<file path="src/rtl/it_seq_pkg.sv">
package it_seq_pkg;
  typedef struct packed {
    logic n;
    logic z;
    logic c;
    logic v;
  } flags_t;

  // base tests selected by cond[3:1]; cond[0] inverts (except base 7)
  typedef enum logic [2:0] {
    B_ZERO  = 3'd0,
    B_CARRY = 3'd1,
    B_NEG   = 3'd2,
    B_OVF   = 3'd3,
    B_HIGH  = 3'd4,
    B_GEQ   = 3'd5,
    B_GTR   = 3'd6,
    B_ALW   = 3'd7
  } base_e;
endpackage

</file>
<file path="src/rtl/it_cond_eval.sv">
module it_cond_eval
  import it_seq_pkg::*;
(
  input  logic [3:0] cond_i,
  input  flags_t     flags_i,
  output logic       pass_o
);
  base_e base;
  logic  base_true;
  logic  n_eq_v;

  assign base   = base_e'(cond_i[3:1]);
  assign n_eq_v = (flags_i.n == flags_i.v);

  always_comb begin
    unique case (base)
      B_ZERO:  base_true = flags_i.z;
      B_CARRY: base_true = flags_i.c;
      B_NEG:   base_true = flags_i.n;
      B_OVF:   base_true = flags_i.v;
      B_HIGH:  base_true = flags_i.c & ~flags_i.z;
      B_GEQ:   base_true = n_eq_v;
      B_GTR:   base_true = ~flags_i.z & n_eq_v;
      default: base_true = 1'b1;
    endcase
  end

  // both codes of the last base pair are unconditional
  assign pass_o = (base == B_ALW) ? 1'b1 : (base_true ^ cond_i[0]);
endmodule

</file>
<file path="src/rtl/it_state_reg.sv">
module it_state_reg #(
  parameter int STATE_W = 8,
  parameter int COND_W  = 4
) (
  input  logic               clk_i,
  input  logic               rst_ni,
  input  logic               load_i,
  input  logic [STATE_W-1:0] load_val_i,
  input  logic               adv_i,
  output logic [STATE_W-1:0] state_o
);
  localparam int LOW_W  = STATE_W - COND_W;
  localparam int KEEP_W = COND_W - 1;

  logic [STATE_W-1:0] state_q, stepped, state_d;

  // keep condition base, shift mask (and condition lsb) up by one
  assign stepped = {state_q[STATE_W-1 -: KEEP_W], state_q[LOW_W-1:0], 1'b0};

  always_comb begin
    state_d = state_q;
    if (load_i) begin
      state_d = load_val_i;
    end else if (adv_i) begin
      state_d = (stepped[LOW_W-1:0] == '0) ? '0 : stepped;
    end
  end

  always_ff @(posedge clk_i or negedge rst_ni) begin
    if (!rst_ni) state_q <= '0;
    else         state_q <= state_d;
  end

  assign state_o = state_q;
endmodule

</file>
<file path="src/rtl/it_cond_select.sv">
module it_cond_select #(
  parameter int STATE_W = 8,
  parameter int COND_W  = 4
) (
  input  logic [STATE_W-1:0] state_i,
  input  logic [COND_W-1:0]  ext_cond_i,
  output logic [COND_W-1:0]  cond_o,
  output logic               active_o
);
  assign active_o = (state_i != '0);
  assign cond_o   = active_o ? state_i[STATE_W-1 -: COND_W] : ext_cond_i;
endmodule

</file>
<file path="src/rtl/it_seq_top.sv">
module it_seq_top
  import it_seq_pkg::*;
#(
  parameter int STATE_W = 8,
  parameter int COND_W  = 4
) (
  input  logic               clk_i,
  input  logic               rst_ni,
  input  logic               load_i,
  input  logic [STATE_W-1:0] load_state_i,
  input  logic               adv_i,
  input  logic [3:0]         flags_i,
  input  logic [COND_W-1:0]  ext_cond_i,
  output logic               exec_o,
  output logic               in_block_o,
  output logic [COND_W-1:0]  cond_o
);
  logic [STATE_W-1:0] state_q;
  logic [COND_W-1:0]  cond;

  it_state_reg #(.STATE_W(STATE_W), .COND_W(COND_W)) u_state (
    .clk_i      (clk_i),
    .rst_ni     (rst_ni),
    .load_i     (load_i),
    .load_val_i (load_state_i),
    .adv_i      (adv_i),
    .state_o    (state_q)
  );

  it_cond_select #(.STATE_W(STATE_W), .COND_W(COND_W)) u_sel (
    .state_i    (state_q),
    .ext_cond_i (ext_cond_i),
    .cond_o     (cond),
    .active_o   (in_block_o)
  );

  it_cond_eval u_eval (
    .cond_i  (cond[3:0]),
    .flags_i (flags_t'(flags_i)),
    .pass_o  (exec_o)
  );

  assign cond_o = cond;
endmodule

</file>
<file path="config.mk">
export PLATFORM = sky130hd
export DESIGN_NAME = it_seq_top
export DESIGN_NICKNAME = d
export VERILOG_FILES = /design/src/rtl/it_seq_pkg.sv /design/src/rtl/it_cond_eval.sv /design/src/rtl/it_state_reg.sv /design/src/rtl/it_cond_select.sv /design/src/rtl/it_seq_top.sv
export SDC_FILE = /design/constraint.sdc
export NUM_CORES = 1
export LEC_CHECK = 0
export BUFFER_PORTS_ARGS = -buffer_cell sky130_fd_sc_hd__buf_2
export CORE_UTILIZATION = 40
export CTS_CLUSTER_SIZE = 16
export DETAILED_ROUTE_END_ITERATION = 10
export GPL_ROUTABILITY_DRIVEN = 0
export GPL_TIMING_DRIVEN = 0
export HOLD_SLACK_MARGIN = 0.12
export PLACE_DENSITY = 0.69
export SYNTH_ARGS = -nofsm -noshare
export SYNTH_HDL_FRONTEND = slang
export SYNTH_HIERARCHICAL = 1
export SYNTH_SLANG_ARGS = --single-unit
export TNS_END_PERCENT = 1
</file>
<file path="constraint.sdc">
create_clock -name clk_i -period 3.4 [get_ports clk_i]
set_input_delay 1.02 -clock clk_i [delete_from_list [all_inputs] [get_ports clk_i]]
set_output_delay 1.02 -clock clk_i [all_outputs]
set_load 0.01 [all_outputs]
</file>
Yosys cells after proc, flatten, opt, wreduce, memory -nomap -nowiden
Index checks and enable logic that the tools add are counted.

Eq/ne operators: 8. Bitwise gates (word level): 4. Reduce and logical (&&, ||, !) cells: 6. Muxes and demuxes: 6.

Operators with widths (number): two-way mux 8 bit (3); == test 3 bit, second input constant (4); nonzero test 8 bit (1); case mux 1 bit (7 select lines) (1); == test 3 x 2 -> 1 bit, second input constant (2); logical NOT 4 bit (1); two-way mux 4 bit (1); nonzero test 2 bit (2); == test 3 x 1 -> 1 bit, second input constant (1); logical NOT 3 bit (1); AND 1 bit (2); AND reduction 2 bit (1); == test 1 bit (1); two-way mux 1 bit (1); inverter 1 bit (1); bitwise XOR 1 bit (1).

Logic and storage cells: 26. Output and inout port bits: 6. Input bits: 20. Bits in registers: 8.

Logic depth before layout (Yosys ltp)
Depth in word-level cells: 6. Gate-level depth with buffers: 7. Mapped depth without buffers: 6.

Modules after synthesis
The synthesis kept the hierarchy.

Modules (own cells, without submodules): it_state_reg (sequential area each 200.2 um^2, cells an instance 35, area an instance 381.6 um^2, times used 1); it_cond_eval (sequential area each 0.0 um^2, cells an instance 20, area an instance 141.4 um^2, times used 1); it_cond_select (sequential area each 0.0 um^2, cells an instance 11, area an instance 90.1 um^2, times used 1).

Least setup slack after synthesis
Ideal clock, no wire load.

Kind: in2out. Start: in ext_cond_i[1]. End: out exec_o. Stages: 7. Required time: 2.380 ns. Path buffers: 1. Arrival: 2.216 ns. Slack: 0.164 ns. Cell sequence: nor4b_1 a21o_1 buf_6 mux2i_1 xor2_1 a22oi_1 and3b_1.

Word-level cells in the longest chain between the ends: 5. Elaborated cells on any way between the ends: 12. Classes of those cells: 7 x eq/ne; 3 x mux; 1 x bitwise; 1 x reduce/logical.

Ends and longest elaborated chain: from (decl) (RTL line it_seq_top.sv:13) `input logic [COND_W-1:0] ext_cond_i,`; two-way mux 4 bit * (RTL line it_cond_select.sv:11) `assign cond_o = active_o ? state_i[STATE_W-1 -: COND_W] : ext_cond_i;`; net cond_o[1] (RTL line it_seq_top.sv:16) `output logic [COND_W-1:0] cond_o`; == test 3 bit, or another cell as far along (RTL line it_cond_eval.sv:16) `unique case (base)`; case mux 1 bit (7 select lines) (RTL line it_cond_eval.sv:16); bitwise XOR 1 bit (RTL line it_cond_eval.sv:29) `assign pass_o = (base == B_ALW) ? 1'b1 : (base_true ^ cond_i[0]);`; two-way mux 1 bit * (RTL line it_cond_eval.sv:29); to (decl) (RTL line it_seq_top.sv:14) `output logic exec_o,`.

Mark *: on every way through the listed nets, which the timed path passes. The rest lies on a longest branch.

Worst setup path after layout
Start: in ext_cond_i[1]. End: out exec_o.

Word-level cells in the longest chain between the ends: 5. Elaborated cells on any way between the ends: 12. Classes of those cells: 7 x eq/ne; 3 x mux; 1 x bitwise; 1 x reduce/logical.

Ends and longest elaborated chain (RTL line): two-way mux 4 bit * (it_cond_select.sv:11); == test 3 bit, or another cell as far along (it_cond_eval.sv:16); case mux 1 bit (7 select lines) (it_cond_eval.sv:16); bitwise XOR 1 bit (it_cond_eval.sv:29); two-way mux 1 bit * (it_cond_eval.sv:29).

Mark *: on every way between the ends. The rest lies on a longest branch, timed or not.

==> impl_metrics.toml <==
[critical_path]
criticalPathCategory = "input pin to primary output"
cp.required_ns = 2.38
worst-path-buf-inv = 3
rr_worst_depth = 2
crit_family = "compound AO/OA/AOI/OAI gates"
worstPathCellList = "buf_6 > nor4b_4 > a21o_1 > buf_6 > mux2i_2 > xor2_1 > a22oi_1 > and3b_1 > buf_2"
crit_path_max_incr_delay_ns = 0.23
cp_slowest_cell = "mux2i_2"
crit_path_max_fanout = 6
rr_endpoint = "u_state/state_o[4]"
critPathCaptureType = "primary output"
cpMostUsedCell = "buf_6"
r2r_start = "u_state/state_o[0]"
worstSetupStartpointType = "input pin"
worstPathArrival_ns = 2.36
rrSetupSlack_ns = 2.28

[cts]
postCtsSetupBuffers = 0
cts_root_buf = "clkbuf_4"
cts_buffer_depth = 2
cts_hold_repair.buffers = 0
clock_latency_ns = 0.25
clk_pin_slew_worst_paths_ns = 0.06
clkSinkCount = 8
cts.htree.levels = 1
cts-buffers-inserted = 3
cts_tree = "yes"

[status]
outcome = "finished clean"

[routing]
drtPass1Iterations = 4
vias_per_cell = 5.22
drt-initial-drc-count = 13
vias = 564
ant_nets = 0
routedWlPerCell_um = 12.4
drc_errors = 0
drt_wl_total_mm = 1.34

[power]
p_int_uw = 199
switching_share = 0.334
pwr-share-clk = 0.244
vdd_ir_drop_max_v = 0.000276
p_seq_frac = 0.410
p_comb_frac = 0.346
p_switching_uw = 99.8
p_leak_uw = 0.000382
powerDensity_nw_per_um2 = 369

[die]
die_y_um = 41.2
pin_count = 26
core_area_um2 = 1370
rows = 13
start_util = 0.449
die-area_um2 = 1690
dieWidth_um = 41.2

[logic_synthesis]
seq_area_frac_synth = 0.327
synth.distinct_cells = 27
synth_warnings = 6
syn-num-nets = 86
syn_area_um2 = 613
synth_seq_cells = 8
synth.avg_cell_area_um2 = 9.29
netlist_instances = 66

[sta]
relSlewSlack = 0.749
fin_crit_sh = 0.995
period_needed_ns = 3.38
fmax_mhz = 296
tightest_slew_ns = 0.373
skew_ns = 0.00366
maxSlewViolCount = 0
hold_viol = 0
rsz0062_at_grt = "true"
whs_ns = 0.598
setup_viol = 0

[global_route]
antenna_found_initial = 0
grt_overflow = 0
grt_pass1_vias = 459
grt_max_degree = 11
grt_use_total = 0.187
grt_pass1_wl_mm = 1.98

[place]
dp_hpwl_mm = 1.04
portBuffers = 24

[final_layout]
antennaDiodeCount = 0
seqCellArea_um2 = 200
layout.cells.most_common = "buf_2"
fill_cells = 133
mostFrequentLayoutCells = "buf_2, dfrtp_1, mux2i_1"
largest_reg_flops = 8
syn_to_final_growth_pct = 31.8
final_layout_size_suffix_gt1_frac = 0.398
num-nets-final = 115
final_core_util = 0.592
multi_input_area_um2 = 403

[run]
cap_violations = 0

[hold_path]
min_path_type = "input pin to async pin"
==> metrics by stage <==
step | power [uW] | cells | cell area (um^2) | setup WS [ns] | TNS [ns]
detailed placement | 220 | 105 | 752 | -0.0257 | -0.0257
floorplan | 186 | 66 | 613 | 0.164 | 0
global route | 322 | 108 | 808 | -0.0687 | -0.0687
CTS | 298 | 108 | 781 | 0.0164 | 0
finish | 298 | 108 | 808 | 0.0168 | 0
global placement | 219 | 105 | 752 | -0.0433 | -0.0433
==> per-layer routing <==
layer	wire, um	global-route usage
met1	680	0.253
met2	550	0.246
met3	93	0.0978
met4	14	0.0726
met5	0	0
==> cell families (layout without fill, tap and decap cells) <==
kind of cell | count (synthesis) | after routing | share of synthesized area
mux | 8 | 8 | 0.131
xor+xnor | 3 | 3 | 0.0429
buf+inv | 5 | 32 | 0.0612
compound gates | 16 | 16 | 0.167
flops | 8 | 8 | 0.327
simple gates | 26 | 26 | 0.271
==> power by group through the flow <==
| stage | clock network, uW | logic [uW] | registers (uW) |
|---|---|---|---|
| 6_report | 72.9 | 103 | 122 |
| 2_1_floorplan | 0 | 67.3 | 119 |
| 4_1_cts | 77.9 | 98.7 | 121 |
| 5_1_grt | 82.1 | 115 | 125 |
| 3_3_place_gp | 0 | 96.4 | 123 |
| 3_5_place_dp | 0 | 98.0 | 122 |
==> repair_timing <==
item                       4_1_cts  5_1_grt
setup endpoints to repair        1        1
gates resized for setup          1        4
pin swaps                        1        3
==> layout make-up <==
cell class	count	share of cell area
buffer	3	0.0372
multi-input combinational	53	0.498
tap	15	0.0232
inverter	2	0.00929
clock buffer	3	0.0279
sequential	8	0.248
timing repair buffer	24	0.156
==> cell usage after synthesis, drive strengths merged <==
library cell,n,area [um^2]
a22oi,1,7.51
buf,3,30.0
nand3,2,10.0
nor2,3,11.3
xor2,2,17.5
inv,2,7.51
a31o,2,17.5
nor3,3,15.0
nor2b,2,12.5
a31oi,2,12.5
dfrtp,8,200
and2b,1,10.0
nand2,6,22.5
a21o,2,16.3
xnor2,1,8.76
nand2b,2,12.5
o21ai,4,20.0
o311ai,1,8.76
mux2i,8,80.1
nand4,1,6.26
nor4b,3,32.5
nor4,2,25.0
and3b,1,8.76
a21oi,4,20.0
==> worst max-delay path by stage <==
stage                  start     end  slack (ns)  cells past startpoint
6_report       ext_cond_i[1]  exec_o        0.02                      9
5_1_grt        ext_cond_i[1]  exec_o       -0.07                      9
4_1_cts        ext_cond_i[1]  exec_o        0.02                      9
3_5_place_dp   ext_cond_i[1]  exec_o       -0.03                      9
3_3_place_gp   ext_cond_i[1]  exec_o       -0.04                      9
2_1_floorplan  ext_cond_i[1]  exec_o        0.16                      7
Note: power is estimated with default switching activity, not from simulation.
